### config.mk
export PLATFORM = sky130hd
export DESIGN_NAME = pgr_stat_ctrl
export DESIGN_NICKNAME = d
export VERILOG_FILES = /design/src/rtl/pgr_sc_pkg.sv /design/src/rtl/pgr_ctl_reg.sv /design/src/rtl/pgr_call_buf_stat.sv /design/src/rtl/pgr_evt_flags.sv /design/src/rtl/pgr_irq_gen.sv /design/src/rtl/pgr_stat_ctrl.sv
export SDC_FILE = /design/constraint.sdc
export NUM_CORES = 1
export LEC_CHECK = 0
export CAP_MARGIN = 0
export CORE_AREA = 3 3 57 43
export DETAILED_ROUTE_END_ITERATION = 8
export DIE_AREA = 0 0 60 46
export PLACE_DENSITY = 0.78
export SLEW_MARGIN = 10
export SYNTH_ARGS = -nofsm -noshare
export SYNTH_HDL_FRONTEND = slang
export SYNTH_SLANG_ARGS = --single-unit
### constraint.sdc
create_clock -name clk -period 1 [get_ports clk]
set_clock_uncertainty 0.15 [all_clocks]
set_input_delay 0.1 -clock clk [delete_from_list [all_inputs] [get_ports clk]]
set_output_delay 0.1 -clock clk [all_outputs]
set_load 0.01 [all_outputs]
### src/rtl/pgr_sc_pkg.sv
// Package: shared widths, field positions and the control-word type for the
// paging decoder status/control register. Assumes an 8-bit register bus.
package pgr_sc_pkg;
    localparam int REG_W   = 8;
    localparam int EV_W    = 4;
    // status bit positions used by interrupt combination
    localparam int ST_CALL = 0;
    localparam int ST_AVL  = 2;
    localparam int ST_DRN  = 3;
    localparam int ST_ALR  = 4;
    localparam int ST_OOR  = 5;
    localparam int ST_MON  = 6;
    localparam int ST_TMR  = 7;

    typedef struct packed {
        logic mask_tmr;
        logic mask_mon;
        logic mask_oor;
        logic dec_on;
        logic rx_cont;
        logic mon_sel;
        logic prog_en;
        logic force_term;
    } ctl_t;
endpackage

### src/rtl/pgr_ctl_reg.sv
// Control word register. Loads on a write strobe. The forced-termination bit
// self-clears on term_done unless a write lands in the same cycle.
// Assumes wr_stb is a single-cycle strobe.
module pgr_ctl_reg
    import pgr_sc_pkg::*;
#(
    parameter int W = REG_W
) (
    input  logic         clk,
    input  logic         rst_n,
    input  logic         wr_stb,
    input  logic [W-1:0] wdata,
    input  logic         term_done,
    output ctl_t         ctl
);
    // hold control word; write beats self-clear
    always_ff @(posedge clk) begin
        if (!rst_n)
            ctl <= '0;
        else if (wr_stb)
            ctl <= ctl_t'(wdata);
        else if (term_done)
            ctl.force_term <= 1'b0;
    end


    term_clear_chk: assert property (@(posedge clk) disable iff (!rst_n)
        (term_done && !wr_stb) |=> !ctl.force_term);

    ctl_load_chk: assert property (@(posedge clk) disable iff (!rst_n)
        wr_stb |=> (ctl == $past(wdata)));
endmodule

### src/rtl/pgr_call_buf_stat.sv
// Status bits 3:0. It tracks the call indication, the hidden new-call interrupt
// flag and the buffer state field derived from pointer equality.
// Assumes ptr_eq is synchronous and high when the buffer is empty.
module pgr_call_buf_stat (
    input  logic       clk,
    input  logic       rst_n,
    input  logic       rd_stb,
    input  logic       call_start,
    input  logic       call_rx,
    input  logic       call_pend,
    input  logic       ptr_eq,
    input  logic       buf_full,
    output logic [3:0] stat_lo,
    output logic       call_irq
);
    logic call_seen, avail, drn, peq_q;
    logic drained, call_clr;

    assign drained  = ptr_eq & ~peq_q;
    assign call_clr = rd_stb & ~call_pend;

    // call indication: set on start or receipt, read clears unless pending
    always_ff @(posedge clk) begin
        if (!rst_n)                     call_seen <= 1'b0;
        else if (call_start || call_rx) call_seen <= 1'b1;
        else if (call_clr)              call_seen <= 1'b0;
    end

    // new-call interrupt flag, cleared together with the call bit
    always_ff @(posedge clk) begin
        if (!rst_n)        call_irq <= 1'b0;
        else if (call_rx)  call_irq <= 1'b1;
        else if (call_clr) call_irq <= 1'b0;
    end

    // previous pointer equality for drained detection
    always_ff @(posedge clk) begin
        if (!rst_n) peq_q <= 1'b1;
        else        peq_q <= ptr_eq;
    end

    // data-available bit: kept while pointers differ
    always_ff @(posedge clk) begin
        if (!rst_n)                avail <= 1'b0;
        else if (buf_full)         avail <= 1'b1;
        else if (drained)          avail <= 1'b0;
        else if (!ptr_eq)          avail <= 1'b1;
        else if (rd_stb)           avail <= 1'b0;
    end

    // drained/full bit: any read clears
    always_ff @(posedge clk) begin
        if (!rst_n)                  drn <= 1'b0;
        else if (buf_full || drained) drn <= 1'b1;
        else if (rd_stb)             drn <= 1'b0;
    end

    assign stat_lo = {drn, avail, 1'b0, call_seen};


    call_hold_chk: assert property (@(posedge clk) disable iff (!rst_n)
        (rd_stb && call_pend && call_seen) |=> call_seen);

    avail_hold_chk: assert property (@(posedge clk) disable iff (!rst_n)
        (!ptr_eq && !drained) |=> avail);

    drn_clear_chk: assert property (@(posedge clk) disable iff (!rst_n)
        (rd_stb && !buf_full && !drained) |=> !drn);

    full_code_chk: assert property (@(posedge clk) disable iff (!rst_n)
        buf_full |=> (stat_lo[3:2] == 2'b11));
endmodule

### src/rtl/pgr_evt_flags.sv
// Status bits 7:4. The alert and timer bits are sticky and clear on read.
// The out-of-range and monitor bits are registered copies of live levels.
// Assumes all event inputs are synchronous to clk.
module pgr_evt_flags
    import pgr_sc_pkg::*;
(
    input  logic            clk,
    input  logic            rst_n,
    input  logic            rd_stb,
    input  logic            alert_to,
    input  logic            oor,
    input  logic            bat,
    input  logic            rxe,
    input  logic            tick,
    input  logic            mon_sel,
    output logic [EV_W-1:0] stat_hi
);
    logic alr, oor_q, mon_q, tmr;

    // alert time-out bit: event beats read clear
    always_ff @(posedge clk) begin
        if (!rst_n)        alr <= 1'b0;
        else if (alert_to) alr <= 1'b1;
        else if (rd_stb)   alr <= 1'b0;
    end

    // periodic timer bit: event beats read clear
    always_ff @(posedge clk) begin
        if (!rst_n)      tmr <= 1'b0;
        else if (tick)   tmr <= 1'b1;
        else if (rd_stb) tmr <= 1'b0;
    end

    // level bits follow their sources, untouched by reads
    always_ff @(posedge clk) begin
        if (!rst_n) begin
            oor_q <= 1'b0;
            mon_q <= 1'b0;
        end else begin
            oor_q <= oor;
            mon_q <= mon_sel ? rxe : bat;
        end
    end

    assign stat_hi = {tmr, mon_q, oor_q, alr};


    alert_set_chk: assert property (@(posedge clk) disable iff (!rst_n)
        alert_to |=> alr);

    tick_set_chk: assert property (@(posedge clk) disable iff (!rst_n)
        tick |=> tmr);

    oor_track_chk: assert property (@(posedge clk) disable iff (!rst_n)
        rd_stb |=> (oor_q == $past(oor)));

    tmr_read_clr_chk: assert property (@(posedge clk) disable iff (!rst_n)
        (rd_stb && !tick) |=> !tmr);
endmodule

### src/rtl/pgr_irq_gen.sv
// Interrupt request: OR of the unmaskable events and the masked level or
// timer events. Assumes status and control are registered upstream.
module pgr_irq_gen
    import pgr_sc_pkg::*;
(
    input  logic             clk,
    input  logic             rst_n,
    input  logic [REG_W-1:0] status,
    input  logic             call_irq,
    input  ctl_t             ctl,
    output logic             irq
);
    logic fixed_src, masked_src;

    // combine interrupt sources
    always_comb begin
        fixed_src  = call_irq | status[ST_AVL] | status[ST_DRN] | status[ST_ALR];
        masked_src = (status[ST_OOR] & ~ctl.mask_oor)
                   | (status[ST_MON] & ~ctl.mask_mon)
                   | (status[ST_TMR] & ~ctl.mask_tmr);
        irq        = fixed_src | masked_src;
    end


    call_start_quiet_chk: assert property (@(posedge clk) disable iff (!rst_n)
        (status[7:1] == 7'd0 && !call_irq) |-> !irq);

    oor_mask_chk: assert property (@(posedge clk) disable iff (!rst_n)
        (status[ST_OOR] && !ctl.mask_oor) |-> irq);
endmodule

### src/rtl/pgr_stat_ctrl.sv
// Top: one-address status/control register pair for a paging decoder.
// A read returns status and clears bits at the following edge. A write loads
// control. Assumes bus_sel is a single-cycle strobe per access.
module pgr_stat_ctrl
    import pgr_sc_pkg::*;
(
    input  logic             clk,
    input  logic             rst_n,
    input  logic             bus_sel,
    input  logic             bus_wr,
    input  logic [REG_W-1:0] bus_wdata,
    output logic [REG_W-1:0] bus_rdata,
    input  logic             call_start,
    input  logic             call_rx,
    input  logic             call_pend,
    input  logic             ptr_eq,
    input  logic             buf_full,
    input  logic             alert_to,
    input  logic             oor,
    input  logic             bat,
    input  logic             rxe,
    input  logic             tick,
    input  logic             term_done,
    output logic             force_term,
    output logic             prog_en,
    output logic             mon_sel,
    output logic             rx_cont,
    output logic             dec_on,
    output logic             irq
);
    logic            rd_stb, wr_stb, call_irq;
    logic [3:0]      stat_lo;
    logic [EV_W-1:0] stat_hi;
    ctl_t            ctl;

    assign rd_stb = bus_sel & ~bus_wr;
    assign wr_stb = bus_sel & bus_wr;

    pgr_ctl_reg u_ctl (
        .clk(clk), .rst_n(rst_n), .wr_stb(wr_stb), .wdata(bus_wdata),
        .term_done(term_done), .ctl(ctl)
    );

    pgr_call_buf_stat u_cbs (
        .clk(clk), .rst_n(rst_n), .rd_stb(rd_stb), .call_start(call_start),
        .call_rx(call_rx), .call_pend(call_pend), .ptr_eq(ptr_eq),
        .buf_full(buf_full), .stat_lo(stat_lo), .call_irq(call_irq)
    );

    pgr_evt_flags u_evt (
        .clk(clk), .rst_n(rst_n), .rd_stb(rd_stb), .alert_to(alert_to),
        .oor(oor), .bat(bat), .rxe(rxe), .tick(tick), .mon_sel(ctl.mon_sel),
        .stat_hi(stat_hi)
    );

    assign bus_rdata = {stat_hi, stat_lo};

    pgr_irq_gen u_irq (
        .clk(clk), .rst_n(rst_n), .status(bus_rdata), .call_irq(call_irq),
        .ctl(ctl), .irq(irq)
    );

    assign force_term = ctl.force_term;
    assign prog_en    = ctl.prog_en;
    assign mon_sel    = ctl.mon_sel;
    assign rx_cont    = ctl.rx_cont;
    assign dec_on     = ctl.dec_on;


    res_bit1_chk: assert property (@(posedge clk) disable iff (!rst_n)
        !bus_rdata[1]);
endmodule

==> flow_metrics.tcl <==
set metrics [dict create \
    hp-class "input port to register" \
    finalHoldViolations 0 \
    clkLatencyLatePin_ns 0.29 \
    fill_cells 180 \
    cts_tree "yes" \
    syn_area_per_cell_um2 8.58 \
    grt-ovfl-total 0 \
    syn-instance-count 82 \
    r2r_cells 3 \
    min_period_ns 1.47 \
    worst_setup_path_start_kind "register" \
    setup_ws_ns -0.473 \
    crit_chain "inv_2 > a222oi_1 > nand2_1 > buf_2" \
    cts-root-buf "clkbuf_4" \
    route.met2.wl_um 843 \
    slew_viol_final 0 \
    crit_path_end_kind "output port" \
    min_path_cells 3 \
    drt_iter0_drc 18 \
    dieArea_um2 2760 \
    critical_path.top_delay_family "flip-flops" \
    cap_viol_max_count 0 \
    critPathKind "register to output port" \
    initial_core_util_pct 37.3 \
    min_period_over_period_pct 147 \
    die_y_um 46 \
    cp_slowest_cell "dfxtp_2" \
    numPlacedInstances 139 \
    synth-seq-area-share_pct 48.4 \
    place_ws_ns -0.486 \
    diodes 0 \
    violations "negative setup slack" \
    met1_length_um 834 \
    netSwitchingPower_mw 0.358 \
    p_leak_nw 0.521 \
    place_congestion 0.771 \
    drc 0 \
    required_ns 0.75 \
    cp.depth 4 \
    fin_nets 149 \
    crit_arrival_ns 1.22 \
    slowest_delay_ns 0.35 \
    swShare_pct 24.9 \
    port_buffers 35 \
    detail_route.wirelength_um 1840 \
    area_delta_synth_final_pct 69.9 \
    grt_max_degree 16 \
    combPwrFrac_pct 22.8 \
    clkTransAtPathRegs_ns 0.10 \
    cts_sinks 17 \
    max_freq_mhz 679 \
    wl_met3_um 140 \
    synth_flop_cell "dfxtp_1" \
    drive_above_1_share_pct 40.8 \
    worstPathBufferInverterCount 2 \
    ys_ff_latch 17 \
    synth_enable_flop_cells 0 \
    rsz0062_at_grt "yes" \
    rows 13 \
    grt_util_all_layers_pct 14.4 \
    vias 691 \
    wl_per_cell_um 12.5 \
    run_status "finished, violations left" \
    cts_buffers 3 \
    reg2reg_setup_slack_ns 0.01 \
    fp.dieW_um 60 \
    worstPathMaxFanout 2 \
    p_int_mw 1.08 \
    p_seq_share_pct 52.0 \
    ys_types 21 \
    top_layer_used "met4" \
    synthArstFlopShare_pct 0 \
    yosys_warnings 0 \
    max-clock-path-buffers 2 \
    htreeDepth 1 \
    viasPerCell 4.70 \
    first_pass_iters 5 \
    syn_nets 105 \
    p_total_mw 1.44 \
    peakVddDrop_v 0.000763 \
    finalSetupTns_ns -1.17 \
    ios 37 \
    grt_pass1_vias 633 \
    core_area_um2 1890 \
    grt_pass1_wl_um 2860 \
    clockPowerShare_pct 25.2 \
    fin_cells 147 \
    ant_nets 0 \
    finalSetupViolations 7 \
    power_density_nw_per_um2 1200 \
    netlist_area_um2 703 \
    post-dp-hpwl_um 1330 \
    antenna_found_initial 0 \
]
## what timing repair did
| item | CTS | global route |
|---|---|---|
| hold buffers | 0 | 0 |
| pin swaps | 2 | 2 |
| endpoints found under the setup margin | 17 | 21 |
| buffers inserted | 0 | 4 |
| gates cloned | 0 | 1 |
| gates resized for setup | 83 | 8 |
## stage by stage
step | instance area (µm²) | hold slack (ns) | util [%]
6_report | 1190 | 0.0775 | 63.3
5_1_grt | 1190 | 0.0862 | 63.3
4_1_cts | 1160 | 0.194 | 61.3
3_5_place_dp | 1080 | 0.300 | 57.4
3_3_place_gp | 1080 | 0.294 | 57.4
2_1_floorplan | 704 | 0.0230 | -
## power by group through the flow
stage	clock [mW]	sequential, mW	combinational, mW
6_report	0.362	0.747	0.328
5_1_grt	0.409	0.751	0.358
4_1_cts	0.381	0.747	0.316
3_5_place_dp	0	0.751	0.301
3_3_place_gp	0	0.749	0.296
2_1_floorplan	0	0.754	0.127
## sequential cells by signal, summed over array words and instances (netlist names)
register / count
u_evt.tmr: 1
u_cbs.call_irq: 1
u_cbs.peq_q: 1
u_evt.oor_q: 1
u_ctl.ctl: 8
u_cbs.drn: 1
u_evt.alr: 1
u_evt.mon_q: 1
u_cbs.avail: 1
u_cbs.call_seen: 1
## cell usage in the layout (no fill, tap or decap), drive strengths merged
| master | synthesis | final |
|---|---|---|
| dfxtp | 17 | 17 |
| nor2 | 5 | 5 |
| nand2 | 9 | 9 |
| a222oi | 1 | 1 |
| nand3b | 1 | 1 |
| dlymetal6s2s | 0 | 2 |
| conb | 1 | 1 |
| and2 | 1 | 1 |
| clkbuf | 0 | 3 |
| a31oi | 1 | 1 |
| clkdlybuf4s50 | 0 | 19 |
| nor4 | 1 | 1 |
| clkinv | 0 | 1 |
| mux2i | 1 | 1 |
| a21oi | 12 | 12 |
| o21ai | 2 | 2 |
| clkinvlp | 0 | 2 |
| nand3 | 9 | 9 |
| dlygate4sd2 | 0 | 1 |
| nand2b | 2 | 2 |
| buf | 11 | 27 |
| a221oi | 1 | 1 |
| inv | 7 | 6 |
## cell usage after synthesis, types with 2 or more instances
library cell / instances / area (µm²)
buf_4: 8 / 60.1
nand3_1: 9 / 45.0
buf_2: 2 / 10.0
a21oi_1: 12 / 60.1
o21ai_0: 2 / 10.0
inv_1: 7 / 26.3
dfxtp_1: 17 / 340
nand2_1: 8 / 30.0
nor2_1: 5 / 18.8
## cell type report
type	count	area, µm²	area share (%)
Timing Repair inverter	1	5.00	0.419
Sequential cell	17	358	29.9
Clock buffer	3	22.5	1.88
Tap cell	22	27.5	2.30
Multi-Input combinational cell	47	255	21.4
Timing Repair Buffer	49	492	41.2
Inverter	7	30.0	2.51
Clock inverter	1	5.00	0.419
## per-layer routing
layer	vias to the layer above	global-route usage [%]
met1	309	17.9
met3	4	4.53
met5	-	0
li1	353	-
met4	0	5.31
met2	25	23.3
## worst reg2reg max path, cell delays in order, from the launching register on
cell and delay [ns]:
dfxtp_2 0.34, buf_6 0.12, a221oi_2 0.22, nor2_1 0.06
## path summary, 6_finish.rpt
path	startpoint	endpoint
max	u_ctl.ctl[7]$_SDFFE_PN0P_	irq
min	rst_n	u_cbs.peq_q$_SDFF_PN1_
max reg2reg	u_cbs.drn$_SDFFE_PN0P_	u_cbs.drn$_SDFFE_PN0P_
min reg2reg	u_ctl.ctl[1]$_SDFFE_PN0P_	u_ctl.ctl[1]$_SDFFE_PN0P_
## logic make-up (layout without fill, tap and decap cells)
kind of cell           after synthesis  in the layout  synth area share, %
multiplexers                         1              1                 1.42
flip-flops                          17             17                 48.4
other                                1              1                0.533
buffers and inverters               18             61                 15.3
AO/OA/AOI/OAI                       17             17                 14.4
AND/OR/NAND/NOR                     28             28                 19.9
No activity file was read; power rests on OpenSTA's default activity.
